File: src/rtl/cfgrd_pkg.sv
package cfgrd_pkg;
  localparam int BYTE_W = 8;
  localparam int BIT_W  = $clog2(BYTE_W);
  localparam int MULT   = 37;

  typedef logic [BIT_W-1:0]  bit_idx_t;
  typedef logic [BYTE_W-1:0] byte_t;

  function automatic byte_t image_byte(input logic [31:0] addr, input byte_t seed);
    logic [31:0] p;
    p = addr * 32'(MULT) + {24'b0, seed};
    return p[BYTE_W-1:0];
  endfunction
endpackage

File: src/rtl/cfgrd_gate.sv
module cfgrd_gate #(
  parameter bit RST_HIGH = 1'b0
) (
  input  logic rst_oe,
  input  logic ce_n,
  input  logic ser_en,
  output logic rst_n_int,
  output logic step_en,
  output logic drive_ok
);
  // the pin is in its enable role whenever it is not at the reset level
  assign rst_n_int = rst_oe ^ RST_HIGH;
  assign drive_ok  = ser_en & ~ce_n & rst_n_int;
  assign step_en   = drive_ok;
endmodule

File: src/rtl/cfgrd_counter.sv
module cfgrd_counter
  import cfgrd_pkg::*;
#(
  parameter int DEPTH  = 131072,
  parameter int ADDR_W = (DEPTH > 1) ? $clog2(DEPTH) : 1
) (
  input  logic              clk,
  input  logic              rst_n,
  input  logic              step_en,
  output logic [ADDR_W-1:0] addr_q,
  output bit_idx_t          bit_q,
  output logic              done_q
);
  localparam logic [ADDR_W-1:0] LAST     = ADDR_W'(DEPTH - 1);
  localparam bit_idx_t          BIT_LAST = bit_idx_t'(BYTE_W - 1);

  // bit_q counts 0..7 and selects bit (7 - bit_q), which makes the order MSB first
  always_ff @(posedge clk or negedge rst_n) begin
    if (!rst_n) begin
      addr_q <= '0;
      bit_q  <= '0;
      done_q <= 1'b0;
    end else if (step_en && !done_q) begin
      if (bit_q == BIT_LAST) begin
        if (addr_q == LAST) begin
          done_q <= 1'b1;
        end else begin
          addr_q <= addr_q + 1'b1;
          bit_q  <= '0;
        end
      end else begin
        bit_q <= bit_q + 1'b1;
      end
    end
  end

  a_r2_hold_when_idle: assert property (@(posedge clk) disable iff (!rst_n)
    !step_en |=> (bit_q == $past(bit_q)) && (addr_q == $past(addr_q)));

  a_r2_single_step: assert property (@(posedge clk) disable iff (!rst_n)
    (step_en && !done_q && bit_q != BIT_LAST) |=> (bit_q == $past(bit_q) + 1'b1));

  a_r7_no_wrap: assert property (@(posedge clk) disable iff (!rst_n)
    done_q |=> done_q && (addr_q == LAST) && (bit_q == BIT_LAST));
endmodule

File: src/rtl/cfgrd_rom.sv
module cfgrd_rom
  import cfgrd_pkg::*;
#(
  parameter int    ADDR_W = 17,
  parameter byte_t SEED   = 8'h00
) (
  input  logic [ADDR_W-1:0] addr,
  input  bit_idx_t          bit_idx,
  output logic              bit_o
);
  byte_t cur;
  always_comb begin
    cur   = image_byte(32'(addr), SEED);
    bit_o = cur[bit_idx_t'(BYTE_W - 1) - bit_idx];
  end
endmodule

File: src/rtl/serial_cfg_reader.sv
module serial_cfg_reader
  import cfgrd_pkg::*;
#(
  parameter int    DEPTH    = 131072,
  parameter byte_t SEED     = 8'h00,
  parameter bit    RST_HIGH = 1'b0
) (
  input  logic clk,
  input  logic rst_oe,
  input  logic ce_n,
  input  logic ser_en,
  output logic dout,
  output logic dout_en,
  output logic ceo_n
);
  localparam int ADDR_W = (DEPTH > 1) ? $clog2(DEPTH) : 1;
  localparam logic [ADDR_W-1:0] LAST = ADDR_W'(DEPTH - 1);

  logic              rst_n_int, step_en, drive_ok, done;
  logic [ADDR_W-1:0] addr;
  bit_idx_t          bit_idx;

  cfgrd_gate #(.RST_HIGH(RST_HIGH)) u_gate (
    .rst_oe(rst_oe), .ce_n(ce_n), .ser_en(ser_en),
    .rst_n_int(rst_n_int), .step_en(step_en), .drive_ok(drive_ok)
  );

  cfgrd_counter #(.DEPTH(DEPTH), .ADDR_W(ADDR_W)) u_cnt (
    .clk(clk), .rst_n(rst_n_int), .step_en(step_en),
    .addr_q(addr), .bit_q(bit_idx), .done_q(done)
  );

  cfgrd_rom #(.ADDR_W(ADDR_W), .SEED(SEED)) u_rom (
    .addr(addr), .bit_idx(bit_idx), .bit_o(dout)
  );

  assign dout_en = drive_ok & ~done;
  assign ceo_n   = ~(done & ~ce_n & ser_en);

  a_r4_drive_needs_enable: assert property (@(posedge clk) disable iff (!rst_n_int)
    dout_en |-> (!ce_n && ser_en));

  a_r8_chain_only_at_end: assert property (@(posedge clk) disable iff (!rst_n_int)
    !ceo_n |-> (addr == LAST) && (bit_idx == bit_idx_t'(BYTE_W - 1)));
endmodule

File: config.mk
export PLATFORM = sky130hd
export DESIGN_NAME = serial_cfg_reader
export DESIGN_NICKNAME = d
export VERILOG_FILES = /design/src/rtl/cfgrd_pkg.sv /design/src/rtl/cfgrd_gate.sv /design/src/rtl/cfgrd_counter.sv /design/src/rtl/cfgrd_rom.sv /design/src/rtl/serial_cfg_reader.sv
export SDC_FILE = /design/constraint.sdc
export NUM_CORES = 1
export LEC_CHECK = 0
export ABC_CLOCK_PERIOD_IN_PS = 3200
export BUFFER_PORTS_ARGS = -buffer_cell sky130_fd_sc_hd__buf_2
export CAP_MARGIN = 20
export CELL_PAD_IN_SITES_DETAIL_PLACEMENT = 0
export CELL_PAD_IN_SITES_GLOBAL_PLACEMENT = 1
export CORE_MARGIN = 2
export CORE_UTILIZATION = 33
export CTS_CLUSTER_DIAMETER = 30
export CTS_CLUSTER_SIZE = 24
export DETAILED_ROUTE_END_ITERATION = 6
export PLACE_DENSITY_LB_ADDON = 0.1
export REMOVE_ABC_BUFFERS = 1
export SETUP_SLACK_MARGIN = 0.15
export SLEW_MARGIN = 10
export SYNTH_ARGS = -nofsm -noshare
export SYNTH_HDL_FRONTEND = slang
export SYNTH_SLANG_ARGS = --single-unit
File: constraint.sdc
create_clock -name clk -period 3.2 [get_ports clk]
set_clock_uncertainty 0.05 [all_clocks]
set_input_delay 0 -clock clk [delete_from_list [all_inputs] [get_ports clk]]
set_output_delay 0 -clock clk [all_outputs]
set_load 0.03 [all_outputs]
* After elaboration in Yosys (flattened, before gate mapping)
Cells that the tools add are included.
Operators by class: eq/ne operators 3, bitwise operators 9, reduce and logical (&&, ||, !) cells 5, $add $sub $neg 3, $lt $le $gt $ge 1, $mul 1, muxes and demuxes 4
Operators by type and width (count):
- 17-bit by 1-bit adder with 17-bit output, second input constant | 1
- 17-bit == test, second input constant | 1
- 17-bit by 6-bit multiplier with 8-bit output, second input constant | 1
- 3-bit two-way mux | 2
- 3-bit AND reduction | 2
- 1-bit AND | 5
- 3-bit by 4-bit < comparator with 1-bit output, second input constant | 1
- 1-bit inverter | 4
- 3-bit by 1-bit adder with 3-bit output, second input constant | 1
- 1-bit binary-select mux with 3-bit select | 1
- 3-bit == test, second input constant | 1
- 3-bit subtractor, first input constant | 1
- 2-bit != test, second input constant | 1
- 2-bit AND reduction | 1
- 1-bit logical AND | 1
- 1-bit zero test | 1
- 1-bit two-way mux | 1
Word-level totals: register bits 21, input port bits 4, logic and storage cells 29, output and inout port bits 3

* Logic depth before layout (Yosys ltp)
depth after elaboration 5, mapped depth 10, gate-level depth less buffers 9

* Cells and area by module
From an unflattened synthesis, not the netlist that was laid out.
Unflattened totals: cell total of the unflattened synthesis 116, area total of the unflattened synthesis 1373.8 um^2
Modules (own cells, without submodules):
- cfgrd_counter | area an instance 975.9 um^2, sequential area each 525.5 um^2, instances 1, cells each 80
- cfgrd_rom | area an instance 360.3 um^2, sequential area each 0.0 um^2, instances 1, cells each 31
- cfgrd_gate | area an instance 23.8 um^2, sequential area each 0.0 um^2, instances 1, cells each 3
- serial_cfg_reader | area an instance 13.8 um^2, sequential area each 0.0 um^2, instances 1, cells each 2

* Worst setup path before layout
No wires, ideal clock.
kind reg-to-output, start register u_cnt.addr_q[4], end output port dout, data required time 3.150 ns, path buffers 0, data arrival time 2.968 ns, stages on the path, launching flop included 9, path slack 0.182 ns, cells stage by stage dfrtp_1 ha_1 ha_1 fa_1 ha_1 xnor2_1 a211oi_1 nor2_1 nor3b_1
Between the ends: longest elaborated chain between the ends 3
RTL lines:
- start: declaration | RTL line cfgrd_counter.sv:10 | output logic [ADDR_W-1:0] addr_q,
- start signal: assignment | RTL line cfgrd_counter.sv:28 | addr_q <= addr_q + 1'b1;
- 17-bit by 6-bit multiplier with 8-bit output | RTL line cfgrd_pkg.sv:11 | p = addr * 32'(MULT) + {24'b0, seed};
- 1-bit binary-select mux with 3-bit select | RTL line cfgrd_rom.sv:14 | bit_o = cur[bit_idx_t'(BYTE_W - 1) - bit_idx];
- 1-bit two-way mux (implied by the code) | RTL line cfgrd_rom.sv:14
- end: declaration | RTL line serial_cfg_reader.sv:12 | output logic dout,
No other way between the ends. The select of a mux whose other input is x is not followed.

* Worst setup path after layout
start register u_cnt.addr_q[3], end output port dout
Same word-level chain as after synthesis.

==> flow_summary.yaml <==
outcome:
  status: "complete, no violations"
clock_tree:
  clock_sinks: 21
  root_buffer: "clkbuf_8"
  clk_pin_slew_worst_paths_ns: 0.07
  cts_buffers: 3
  clk_path_buf_depth: 2
  clkLatencyLatePin_ns: 0.26
  cts_tree: "done"
  cts.htree.levels: 1
setup_path:
  timing.rr.end: "u_cnt.addr_q[9]$_DFFE_PN0P_"
  crit_required_ns: 3.15
  r2r_slack_ns: 0.39
  arrival_ns: 2.85
  path_cells: "ha_1, ha_1, ha_4, fa_1, mux2i_1, o2bb2ai_2, nand4bb_1, nor3b_2, buf_4"
  setup.worst_path.end_class: "output port"
  cp-start-kind: "flop"
  worstReg2RegStart: "u_cnt.addr_q[6]$_DFFE_PN0P_"
  cpMaxStageDelayCell: "fa_1"
  path_max_fanout: 3
  critPathMaxStageDelay_ns: 0.53
  rr_worst_depth: 9
  crit_type: "reg -> out"
  path_common_cell: "ha_1"
sta:
  max_freq_ghz: 0.345
  post-route-min-period_ns: 2.90
  fin_ws_ns: 0.303
  worst_pin_slew_ns: 0.552
  period_share_pct: 90.5
  final.setup.tns_ns: 0
  finalHoldViolations: 0
  rsz0062_at_grt: "no"
  drv_slew: 0
  relSlewSlack_pct: 62.9
  setup_violations: 0
synth:
  synth_area_leaders: "dfrtp_1, ha_1, xnor2_1, xor2_1, nand2_1"
  synth_cells: 120
  synth_xor_xnor_area_share_pct: 13.8
  synth_common_cells: "dfrtp_1, ha_1, nand2_1"
  synth_top_area_share_pct: 38.4
  synth_top_family_by_area: "simple AND/OR/NAND/NOR gates"
  ys_seq_area_share_pct: 38.4
  synth_simple_gate_area_share_pct: 21.0
  synth_edf_count: 0
  yosysWarnings: 0
  yosysMostFrequentCell: "dfrtp_1"
  synthArstFlopShare_pct: 100
  post_synth.cell_area_avg_um2: 11.4
  synthAdderAreaFrac_pct: 18.4
  synthFlopType: "dfrtp_1"
  ys_ff_latch: 21
  synth_mux_area_share_pct: 4.02
  synth-compound-area-share_pct: 3.47
  synth_top_cell_by_area: "dfrtp_1"
  synth_area_um2: 1370
  synthDistinctLibCells: 37
place:
  dpl.hpwl_um: 1940
  place_ws_ns: 0.424
  gp_congestion: 0.686
  io_buffers: 6
finish:
  fillers: 393
  diodes: 0
  layout-drive-gt1-share_pct: 23.7
  multi_input_area_um2: 875
  area_delta_synth_final_pct: 17.1
  fin_util_pct: 40.1
  regArea_um2: 531
  fin_nets: 159
hold_path:
  hp-class: "in -> reg"
  hold_path.startpoint: "ser_en"
  min_path_cells: 5
  holdPathEnd: "u_cnt.addr_q[16]$_DFFE_PN0P_"
global_routing:
  grt_pass1_wl_um: 4430
  grt_max_degree: 23
  grt_pass1_vias: 926
  grt_usage_pct: 12.8
  antenna_found_initial: 0
  overflow: 0
route:
  wl_per_cell_um: 13.4
  ant_nets: 0
  num_vias: 904
  vias_per_cell: 4.89
  drc: 0
  wl_um: 2470
  firstDrtPassIters: 3
  drt_iter0_markers: 20
pwr:
  ir_drop_mv: 0.216
  p_per_area_nw_per_um2: 472
  leakage_uw: 0.000789
job:
  drv_cap: 0
die:
  die_h_um: 68.4
  die_w_um: 68.4
  pin_count: 7
  core_area_um2: 4000
  dieArea_um2: 4680
  initial_utilization_pct: 34.3
  rows: 23
==> layer usage <==
metal	track usage [%]	routed length, um	share of wire, %
met4	3.75	30	1.2
met2	19.6	1120	45
met3	1.97	33	1.3
met5	0	0	0
met1	18.4	1290	52
==> stage by stage <==
stage / cell area (um^2) / cells / hold WS (ns) / total power (uW)
final: 1600 / 185 / 0.169 / 758
after global routing: 1600 / 185 / 0.212 / 817
after CTS: 1520 / 180 / 0.168 / 741
after detailed placement: 1460 / 175 / 0.0419 / 556
after global placement: 1460 / 175 / 0.0521 / 549
after floorplan: 1360 / 118 / -0.346 / 493
==> cells in the final DEF (no fill, tap or decap), types with 2 or more instances in the layout <==
| cell | count |
|---|---|
| and4_1 | 3 |
| nand3b_1 | 2 |
| nand4_1 | 2 |
| xnor2_1 | 12 |
| dfrtp_1 | 17 |
| nor2_1 | 6 |
| dfrtp_2 | 4 |
| fa_1 | 2 |
| nand2_1 | 13 |
| xor2_1 | 7 |
| ha_1 | 15 |
| buf_4 | 7 |
| clkbuf_8 | 3 |
| nand3_1 | 7 |
| mux2_2 | 2 |
| buf_2 | 5 |
==> worst max-delay path by stage <==
stage                     slack [ns]    to                   startpoint
after global routing            0.15  dout  u_cnt.addr_q[4]$_DFFE_PN0P_
final                           0.30  dout  u_cnt.addr_q[3]$_DFFE_PN0P_
after detailed placement        0.42  dout  u_cnt.addr_q[4]$_DFFE_PN0P_
after floorplan                 0.18  dout  u_cnt.addr_q[4]$_DFFE_PN0P_
after CTS                       0.16  dout  u_cnt.addr_q[3]$_DFFE_PN0P_
after global placement          0.42  dout  u_cnt.addr_q[4]$_DFFE_PN0P_
==> what timing repair did <==
action / in CTS / in global routing
hold endpoints to repair: 21 / 0
endpoints found under the setup margin: 1 / 1
cloned: 0 / 0
pin swaps: 0 / 5
hold buffers: 1 / 0
buffers inserted: 0 / 5
gates resized for setup: 2 / 10
==> final cells by class <==
| type | instances | share of cell area, % |
|---|---|---|
| well taps | 50 | 3.90 |
| flip-flops and latches | 21 | 33.1 |
| repair buffers | 13 | 5.46 |
| inverters | 1 | 0.234 |
| multi-input cells | 96 | 54.5 |
| clock buffers | 4 | 2.81 |
==> cells by family (layout without fill, tap and decap cells) <==
family,Yosys count,in the layout
AO/OA/AOI/OAI,6,6
XOR/XNOR,20,20
adder cells (fa/ha/maj),19,19
buffers and inverters,3,18
flip-flops,21,21
multiplexers,4,4
AND/OR/NAND/NOR,47,47
==> sequential cells by signal, indices dropped and copies added, names as in the netlist <==
register      cells
u_cnt.addr_q     17
u_cnt.bit_q       3
u_cnt.done_q      1
==> critical path: cells and delay by family (launching register included) <==
kind,cells,cell delay [ns]
muxes,1,0.07
and+or+nand+nor,2,0.31
buffers and inverters,1,0.18
DFF,1,0.42
AOI/OAI and AO/OA,1,0.24
adders and majority gates,4,1.37
==> report_power, final <==
part,internal (uW),total [uW],switching [uW]
logic,126,245,119
clock network,88.6,171,82.4
registers,291,342,50.2
Note: power is estimated with default switching activity, not from simulation.
